File: src/rtl/nbr_pkg.sv
package nbr_pkg;
  localparam int NDIR   = 4;
  localparam int DIR_W  = 2;
  localparam int CODE_W = 3;

  localparam logic [CODE_W-1:0] CODE_ANY  = 3'd4;
  localparam logic [CODE_W-1:0] CODE_LAST = 3'd5;

  typedef enum logic [1:0] {
    ST_IDLE = 2'd0,
    ST_BUSY = 2'd1,
    ST_DONE = 2'd2
  } xfer_state_e;
endpackage

File: src/rtl/nbr_rst_sync.sv
module nbr_rst_sync #(
  parameter int STAGES = 2
) (
  input  logic clk,
  input  logic arst_n,
  output logic rst_n_sync
);
  logic [STAGES-1:0] chain_q;

  always_ff @(posedge clk or negedge arst_n) begin
    if (!arst_n) chain_q <= '0;
    else         chain_q <= {chain_q[STAGES-2:0], 1'b1};
  end

  assign rst_n_sync = chain_q[STAGES-1];
endmodule

File: src/rtl/nbr_port_decode.sv
module nbr_port_decode
  import nbr_pkg::*;
(
  input  logic [CODE_W-1:0] code_i,
  input  logic              last_vld_i,
  input  logic [DIR_W-1:0]  last_dir_i,
  output logic [NDIR-1:0]   sel_o
);
  logic is_any;
  logic is_last;

  assign is_any  = (code_i == CODE_ANY);
  assign is_last = (code_i == CODE_LAST) && last_vld_i;

  for (genvar g = 0; g < NDIR; g++) begin : g_dir
    assign sel_o[g] = (code_i == CODE_W'(g)) || is_any ||
                      (is_last && (last_dir_i == DIR_W'(g)));
  end
endmodule

File: src/rtl/nbr_port_arbiter.sv
module nbr_port_arbiter #(
  parameter int N = 4
) (
  input  logic [N-1:0] cand_i,
  output logic [N-1:0] grant_o,
  output logic [N-1:0] ahead_o
);
  // ahead_o[i]: some lower-numbered (higher priority) candidate exists
  assign ahead_o[0] = 1'b0;
  for (genvar g = 1; g < N; g++) begin : g_chain
    assign ahead_o[g] = ahead_o[g-1] | cand_i[g-1];
  end

  for (genvar g = 0; g < N; g++) begin : g_grant
    assign grant_o[g] = cand_i[g] & ~ahead_o[g];
  end
endmodule

File: src/rtl/nbr_port_unit.sv
module nbr_port_unit
  import nbr_pkg::*;
#(
  parameter int DATA_W      = 16,
  parameter int SYNC_STAGES = 2
) (
  input  logic                 clk,
  input  logic                 arst_n,
  input  logic                 req_valid,
  input  logic                 req_write,
  input  logic [2:0]           req_port,
  input  logic [DATA_W-1:0]    req_wdata,
  output logic                 done,
  output logic [DATA_W-1:0]    done_rdata,
  output logic [1:0]           done_dir,
  input  logic [3:0]           link_present,
  input  logic [3:0]           rx_valid,
  output logic [3:0]           rx_ready,
  input  logic [4*DATA_W-1:0]  rx_data,
  output logic [3:0]           tx_valid,
  input  logic [3:0]           tx_ready,
  output logic [4*DATA_W-1:0]  tx_data
);
  localparam int LANES_W = NDIR * DATA_W;

  logic rst_n;

  nbr_rst_sync #(.STAGES(SYNC_STAGES)) u_rst (
    .clk       (clk),
    .arst_n    (arst_n),
    .rst_n_sync(rst_n)
  );

  xfer_state_e         state_q, state_d;
  logic                wr_q;
  logic [CODE_W-1:0]   code_q;
  logic [DATA_W-1:0]   wdata_q;
  logic                last_vld_q;
  logic [DIR_W-1:0]    last_dir_q;
  logic [DATA_W-1:0]   rdata_q, rdata_d;
  logic [DIR_W-1:0]    dir_q;

  logic [NDIR-1:0]     sel, sel_live, cand, grant, ahead;
  logic [NDIR-1:0]     rx_ok, tx_ok;
  logic                active, fire, load_en, cap_en;
  logic [DIR_W-1:0]    grant_idx;

  nbr_port_decode u_dec (
    .code_i    (code_q),
    .last_vld_i(last_vld_q),
    .last_dir_i(last_dir_q),
    .sel_o     (sel)
  );

  assign active   = (state_q == ST_BUSY);
  assign sel_live = sel & link_present & {NDIR{active}};
  assign rx_ok    = rx_valid & link_present;
  assign tx_ok    = tx_ready & link_present;
  assign cand     = sel_live & (wr_q ? tx_ok : rx_ok);

  nbr_port_arbiter #(.N(NDIR)) u_arb (
    .cand_i (cand),
    .grant_o(grant),
    .ahead_o(ahead)
  );

  // Link outputs: reads accept only the winner; writes withdraw valid
  // from any link outranked by an able higher-priority link.
  for (genvar g = 0; g < NDIR; g++) begin : g_link
    assign rx_ready[g] = ~wr_q & grant[g];
    assign tx_valid[g] =  wr_q & sel_live[g] & ~ahead[g];
    assign tx_data[g*DATA_W +: DATA_W] = wdata_q;
  end

  assign fire = |grant;

  always_comb begin
    grant_idx = '0;
    for (int i = NDIR - 1; i >= 0; i--) begin
      if (grant[i]) grant_idx = DIR_W'(i);
    end
  end

  always_comb begin
    rdata_d = '0;
    if (!wr_q) rdata_d = rx_data[grant_idx*DATA_W +: DATA_W];
  end

  assign load_en = (state_q == ST_IDLE) && req_valid;
  assign cap_en  = active && fire;

  always_comb begin
    state_d = state_q;
    unique case (state_q)
      ST_IDLE: if (req_valid) state_d = ST_BUSY;
      ST_BUSY: if (fire)      state_d = ST_DONE;
      ST_DONE:                state_d = ST_IDLE;
      default:                state_d = ST_IDLE;
    endcase
  end

  always_ff @(posedge clk or negedge rst_n) begin
    if (!rst_n) state_q <= ST_IDLE;
    else        state_q <= state_d;
  end

  always_ff @(posedge clk or negedge rst_n) begin
    if (!rst_n) begin
      wr_q    <= 1'b0;
      code_q  <= '0;
      wdata_q <= '0;
    end else if (load_en) begin
      wr_q    <= req_write;
      code_q  <= req_port;
      wdata_q <= req_wdata;
    end
  end

  always_ff @(posedge clk or negedge rst_n) begin
    if (!rst_n) begin
      last_vld_q <= 1'b0;
      last_dir_q <= '0;
      rdata_q    <= '0;
      dir_q      <= '0;
    end else if (cap_en) begin
      last_vld_q <= 1'b1;
      last_dir_q <= grant_idx;
      rdata_q    <= rdata_d;
      dir_q      <= grant_idx;
    end
  end

  assign done       = (state_q == ST_DONE);
  assign done_rdata = rdata_q;
  assign done_dir   = dir_q;

  // ---------------- assertions ----------------
  a_r5_single_transfer: assert property (@(posedge clk) disable iff (!rst_n)
    $onehot0(((rx_valid & rx_ready) | (tx_valid & tx_ready)) & link_present));

  a_r8_absent_silent: assert property (@(posedge clk) disable iff (!rst_n)
    ((rx_ready | tx_valid) & ~link_present) == 4'b0);

  a_r9_done_pulse: assert property (@(posedge clk) disable iff (!rst_n)
    done |=> !done);

  a_r6_last_matches_done: assert property (@(posedge clk) disable iff (!rst_n)
    done |-> (last_vld_q && (last_dir_q == done_dir)));

  a_r3_tx_word_held: assert property (@(posedge clk) disable iff (!rst_n)
    (active && !fire) |=> $stable(tx_data));

  a_r7_last_unset_stalls: assert property (@(posedge clk) disable iff (!rst_n)
    (active && code_q == CODE_LAST && !last_vld_q) |=> (state_q == ST_BUSY));

  a_r9_busy_ignores_req: assert property (@(posedge clk) disable iff (!rst_n)
    (active && !fire) |=> ($stable(code_q) && $stable(wr_q)));
endmodule

File: config.mk
export PLATFORM = sky130hd
export DESIGN_NAME = nbr_port_unit
export DESIGN_NICKNAME = d
export VERILOG_FILES = /design/src/rtl/nbr_pkg.sv /design/src/rtl/nbr_rst_sync.sv /design/src/rtl/nbr_port_decode.sv /design/src/rtl/nbr_port_arbiter.sv /design/src/rtl/nbr_port_unit.sv
export SDC_FILE = /design/constraint.sdc
export NUM_CORES = 1
export LEC_CHECK = 0
export ABC_AREA = 0
export BUFFER_PORTS_ARGS = -buffer_cell sky130_fd_sc_hd__buf_2
export CORE_ASPECT_RATIO = 0.9
export CORE_MARGIN = 5
export CORE_UTILIZATION = 30
export DETAILED_ROUTE_END_ITERATION = 10
export PLACE_DENSITY = 0.67
export SLEW_MARGIN = 40
export SYNTH_ARGS = -nofsm -noshare
export SYNTH_HDL_FRONTEND = slang
export SYNTH_SLANG_ARGS = --single-unit
File: constraint.sdc
create_clock -name clk -period 2.1 [get_ports clk]
set_clock_uncertainty 0.1 [all_clocks]
set_input_delay 0.21 -clock clk [delete_from_list [all_inputs] [get_ports clk]]
set_output_delay 0.21 -clock clk [all_outputs]
set_load 0.02 [all_outputs]
### Yosys cells after proc, flatten, opt, wreduce, memory -nomap -nowiden

Index checks and enable logic that the tools add are counted.

* register bits: 43
* bits of input ports: 99
* output and inout bits: 91
* word-level logic and storage cells: 75

* eq/ne operators: 12
* shift-type cells: 1
* multiplexer cells: 9
* bitwise gates (word level): 25
* reductions and logical operators: 20

Operator list (number)
* $shiftx A64 B7 Y16: 1
* $and A4 B4 Y4: 5
* $mux W16: 1
* $and A1 B1 Y1: 14
* $mux W2: 6
* $logic_or A1 B1 Y1: 8
* $logic_and A1 B1 Y1: 7
* $eq A2 B2 Y1 const B: 3
* $eq A3 B2 Y1 const B: 2
* $eq A3 B3 Y1 const B: 2
* $eq A2 B1 Y1 const B: 2
* $logic_not A2 Y1: 2
* $mux W4: 1
* $not A1 Y1: 4
* $pmux W2 S2: 1
* $reduce_or A4 Y1: 1
* $eq A3 B1 Y1 const B: 1
* $logic_not A3 Y1: 1
* $ne A2 B1 Y1 const B: 1
* $ne A2 B2 Y1 const B: 1
* $or A1 B1 Y1: 2
* $reduce_and A2 Y1: 1

### Longest topological paths before layout

* depth in word-level cells: 17
* mapped depth: 7
* gate-level depth less buffers: 5

### By module

Synthesis repeated with hierarchy kept, for this count alone.

* cells, all modules: 308
* area, all modules: 3029.2 µm²

Modules (own cells, without submodules)
* nbr_port_unit: instances 1, cells an instance 284, area each 2824.0 µm², sequential area each 1026.0 µm²
* nbr_port_decode: instances 1, cells an instance 12, area each 90.1 µm², sequential area each 0.0 µm²
* nbr_port_arbiter: instances 1, cells an instance 9, area each 61.3 µm², sequential area each 0.0 µm²
* nbr_rst_sync: instances 1, cells an instance 3, area each 53.8 µm², sequential area each 50.0 µm²

### Worst setup path before layout

OpenSTA, ideal clock, no wires.

* kind: register to output
* start: register done_dir[1] (netlist name)
* end: output port rx_ready[1]
* arrival: 2.034 ns
* required time: 1.790 ns
* path slack: -0.244 ns
* stages on the path, launching flop included: 7
* buffers on the path: 2
* cell sequence: dfrtp_1 > nand3b_1 > a211oi_1 > and3b_1 > buf_2 > buf_2 > a21boi_0

RTL lines
* end, declared: line nbr_port_unit.sv:18 `output logic [3:0] rx_ready,`

### Worst setup path after layout

* start: register code_q[1]
* end: output port rx_ready[2]

* longest elaborated chain between the ends: 11
* elaborated cells on any way between the ends: 22
* classes of those cells: eq/ne: 4; bitwise: 7; reduce/logical: 11

Ends and longest elaborated chain
* start, declared: line nbr_port_unit.sv:36 `logic [CODE_W-1:0] code_q;`
* start signal, assigned: line nbr_port_unit.sv:114 `code_q <= req_port;`
* $eq A3 B3 Y1: line nbr_port_decode.sv:13 `assign is_last = (code_i == CODE_LAST) && last_vld_i;`
* $logic_and A1 B1 Y1: line nbr_port_decode.sv:13
* $logic_and A1 B1 Y1: line nbr_port_decode.sv:17 `(is_last && (last_dir_i == DIR_W'(g)));`
* $logic_or A1 B1 Y1: line nbr_port_decode.sv:16 `assign sel_o[g] = (code_i == CODE_W'(g)) || is_any ||`
* $and A4 B4 Y4 * (2 in a row): line nbr_port_unit.sv:56 `assign sel_live = sel & link_present & {NDIR{active}};`
* $and A4 B4 Y4 *: line nbr_port_unit.sv:59 `assign cand = sel_live & (wr_q ? tx_ok : rx_ok);`
* $or A1 B1 Y1: line nbr_port_arbiter.sv:11 `assign ahead_o[g] = ahead_o[g-1] | cand_i[g-1];`
* $not A1 Y1: line nbr_port_arbiter.sv:15 `assign grant_o[g] = cand_i[g] & ~ahead_o[g];`
* $and A1 B1 Y1 *: line nbr_port_arbiter.sv:15
* $and A1 B1 Y1 *: line nbr_port_unit.sv:70 `assign rx_ready[g] = ~wr_q & grant[g];`

Every way passes the cells marked *; elsewhere a longest branch is shown, timed or not.

==> results.yml <==
pwr:
  leakagePower_nw: 1.88
  power_density_nw_per_um2: 1600
  ir_drop_mv: 0.536
die:
  die_x_um: 111
  die_area_um2: 11100
  row_count: 33
  coreArea_um2: 9000
  io_pins: 190
  initial_core_util: 0.304
  fp.dieH_um: 101
clock_tree:
  clock_latency_ns: 0.29
  h-tree-depth: 2
  clkSlewWorstSetupHoldPaths_ns: 0.08
  cts_sinks: 43
  clockBufferDepth: 2
  cts_made_buffers: 5
  tritoncts: "built"
  clockRootBuffer: "clkbuf_8"
worst_setup_path:
  cp.required_ns: 1.79
  timing.rr.start: "code_q[1]"
  rr_endpoint: "done_rdata[2]"
  regToRegSetupSlack_ns: -0.10
  critical_path.startpoint: "code_q[1]"
  endpoint_kind: "output pin"
  crit_fanout: 7
  cp-start-kind: "flop"
  crit_type: "reg -> out"
  crit_arrival_ns: 1.91
  r2r_cells: 7
  worstSetupEndpoint: "rx_ready[2]"
yosys:
  synth_edf_count: 0
  synth_top_area_cell: "dfrtp_1"
  synth_top_family_by_area: "compound AO/OA/AOI/OAI gates"
  async_flop_share: 1.00
  synthFlopType: "dfrtp_1"
  yosys_warnings: 0
  synthAdderAreaFrac: 0
  synth_cell_type_count: 44
  netlist_instances: 269
  synthSimpleGateAreaFrac: 0.149
  synthXorXnorAreaFrac: 0
  synth-compound-area-share: 0.190
  syn_area_per_cell_um2: 10.2
  netlist_area_um2: 2730
  ys_seq_area_frac: 0.394
  synth-seq-cells: 43
  syn-num-nets: 368
  yosys-top-cells-area: "dfrtp_1, buf_4, mux2_2"
  synth_top_area_frac: 0.394
  synth.area.mux_share: 0.0943
route:
  drc: 0
  vias_per_cell: 4.95
  routed_wl_um: 9360
  ant_nets: 0
  wl_per_cell_um: 16.6
  drtIter0Drc: 80
  vias: 2789
  first_pass_iters: 4
timing:
  post-route-min-period_ns: 2.22
  setup_viol: 22
  post-route-period-util: 1.06
  finalHoldViolations: 0
  whs_ns: 0.0423
  drv_slew: 0
  max_freq_mhz: 451
  tns_ns: -1.31
  rsz0062_at_grt: "yes"
  setup_ws_ns: -0.120
layout:
  post-route-cell-area_um2: 4030
  final_core_util: 0.448
  area_growth_pct: 47.6
  drive_gt1_frac: 0.658
  antennaDiodeCount: 0
  fin_nets: 539
placed_design:
  io_buffers: 189
  pre_cts_ws_ns: -0.144
  hpwl_um: 7290
  place_area_um2: 3610
  gp_congestion: 0.857
global_route:
  grt_max_degree: 29
  antenna_found_initial: 0
  grt_first_pass_wirelength_um: 14300
  track_usage: 0.159
  grt-ovfl-total: 0
  grt_pass1_vias: 2883
run_status:
  failed_checks: "setup timing"
  status: "finished, violations left"
worst_hold_path:
  min_path_type: "in -> reg"
job:
  drv_cap: 0
-- registers in the layout, indices dropped and copies added, names as in the netlist --
register	count
done_dir	2
wdata_q	16
last_vld_q	1
code_q	3
done_rdata	16
u_rst.chain_q	2
state_q	2
wr_q	1
-- report_power, final --
group / switching (mW) / internal (mW) / leakage (nW)
Combinational: 2.47 / 1.85 / 1.35
Sequential: 0.383 / 1.25 / 0.488
Clock: 0.290 / 0.234 / 0.0422
-- layout make-up --
cell class | count | area [um2]
fill | 898 | 4970
timing repair buffer | 231 | 1360
multi-input combinational | 158 | 1350
sequential | 43 | 1090
tap | 122 | 153
clock buffer | 7 | 76.3
clock inverter | 1 | 5.00
inverter | 1 | 3.75
-- cells in the mapped netlist (2+ instances only) --
cell,count
nand2_1,20
a31oi_1,16
dfrtp_1,43
or3b_1,2
o32ai_1,16
nor2_1,3
nand3b_1,3
nor4bb_1,2
mux2_2,22
a21oi_1,3
buf_2,8
buf_4,48
or3_1,17
nor2b_1,2
clkbuf_1,8
o211ai_1,2
and2_1,5
and3b_1,2
buf_6,3
and3_1,3
o311ai_0,14
nand3_1,3
o21a_1,2
o311ai_1,2
-- per-stage QoR --
stage | power (mW) | instances
4_1_cts | 6.32 | 559
3_3_place_gp | 5.45 | 538
6_report | 6.47 | 563
5_1_grt | 6.89 | 563
2_1_floorplan | 4.69 | 269
3_5_place_dp | 5.53 | 538
-- critical path: stages (launching register included) --
cell	delay [ns]
dfrtp_2	0.47
or3b_4	0.40
o211a_2	0.22
nor2_1	0.17
and4b_1	0.23
buf_6	0.12
-- how the worst min path moves through the flow --
stage                              from                to  slack, ns  cells past startpoint
after global placement           arst_n  u_rst.chain_q[0]      -0.10                      1
after global routing      req_wdata[13]       wdata_q[13]       0.03                      2
final                      req_wdata[8]        wdata_q[8]       0.04                      2
after detailed placement         arst_n  u_rst.chain_q[0]      -0.10                      1
after floorplan                  arst_n  u_rst.chain_q[0]      -0.19                      0
after CTS                 req_wdata[13]       wdata_q[13]       0.03                      2
-- cells by family after synthesis --
kind of cell	after synthesis
compound gates	64
other cells	1
flops	43
simple gates	70
buf+inv	68
mux	23
-- cells in the final DEF, fill, tap and decap left out, types with 2 or more instances in the layout --
master and count:
nand3b_1 3, and2_4 2, or3_1 17, buf_2 181, o311ai_1 13, o311ai_0 2, a31oi_1 15, dfrtp_2 8
and2_1 3, o21a_1 2, nor4bb_4 2, and3b_2 2, and3_1 2, buf_4 35, mux2_2 22, clkbuf_1 2
nor2_1 3, a21oi_1 3, nand2_1 19, nand3_1 2, buf_12 3, o32ai_2 2, clkbuf_8 5, nor2b_1 2
buf_6 11, o32ai_1 14, dfrtp_1 35, o211ai_1 2
-- timing repair --
action | CTS | global route
setup endpoints to repair | 24 | 26
gates cloned | 0 | 0
setup buffers | 12 | 6
resized for setup | 32 | 31
hold buffers | 1 | 0
pin swaps | 11 | 9
hold endpoints to repair | 2 | 0
-- metal layers --
metal	track usage	vias to the layer above	routed length [um]
met5	0	-	0
met4	0.0559	0	210
met3	0.0522	16	885
met2	0.295	154	4870
met1	0.171	1312	3400
li1	-	1307	-
Note: power is estimated with default switching activity, not from simulation.
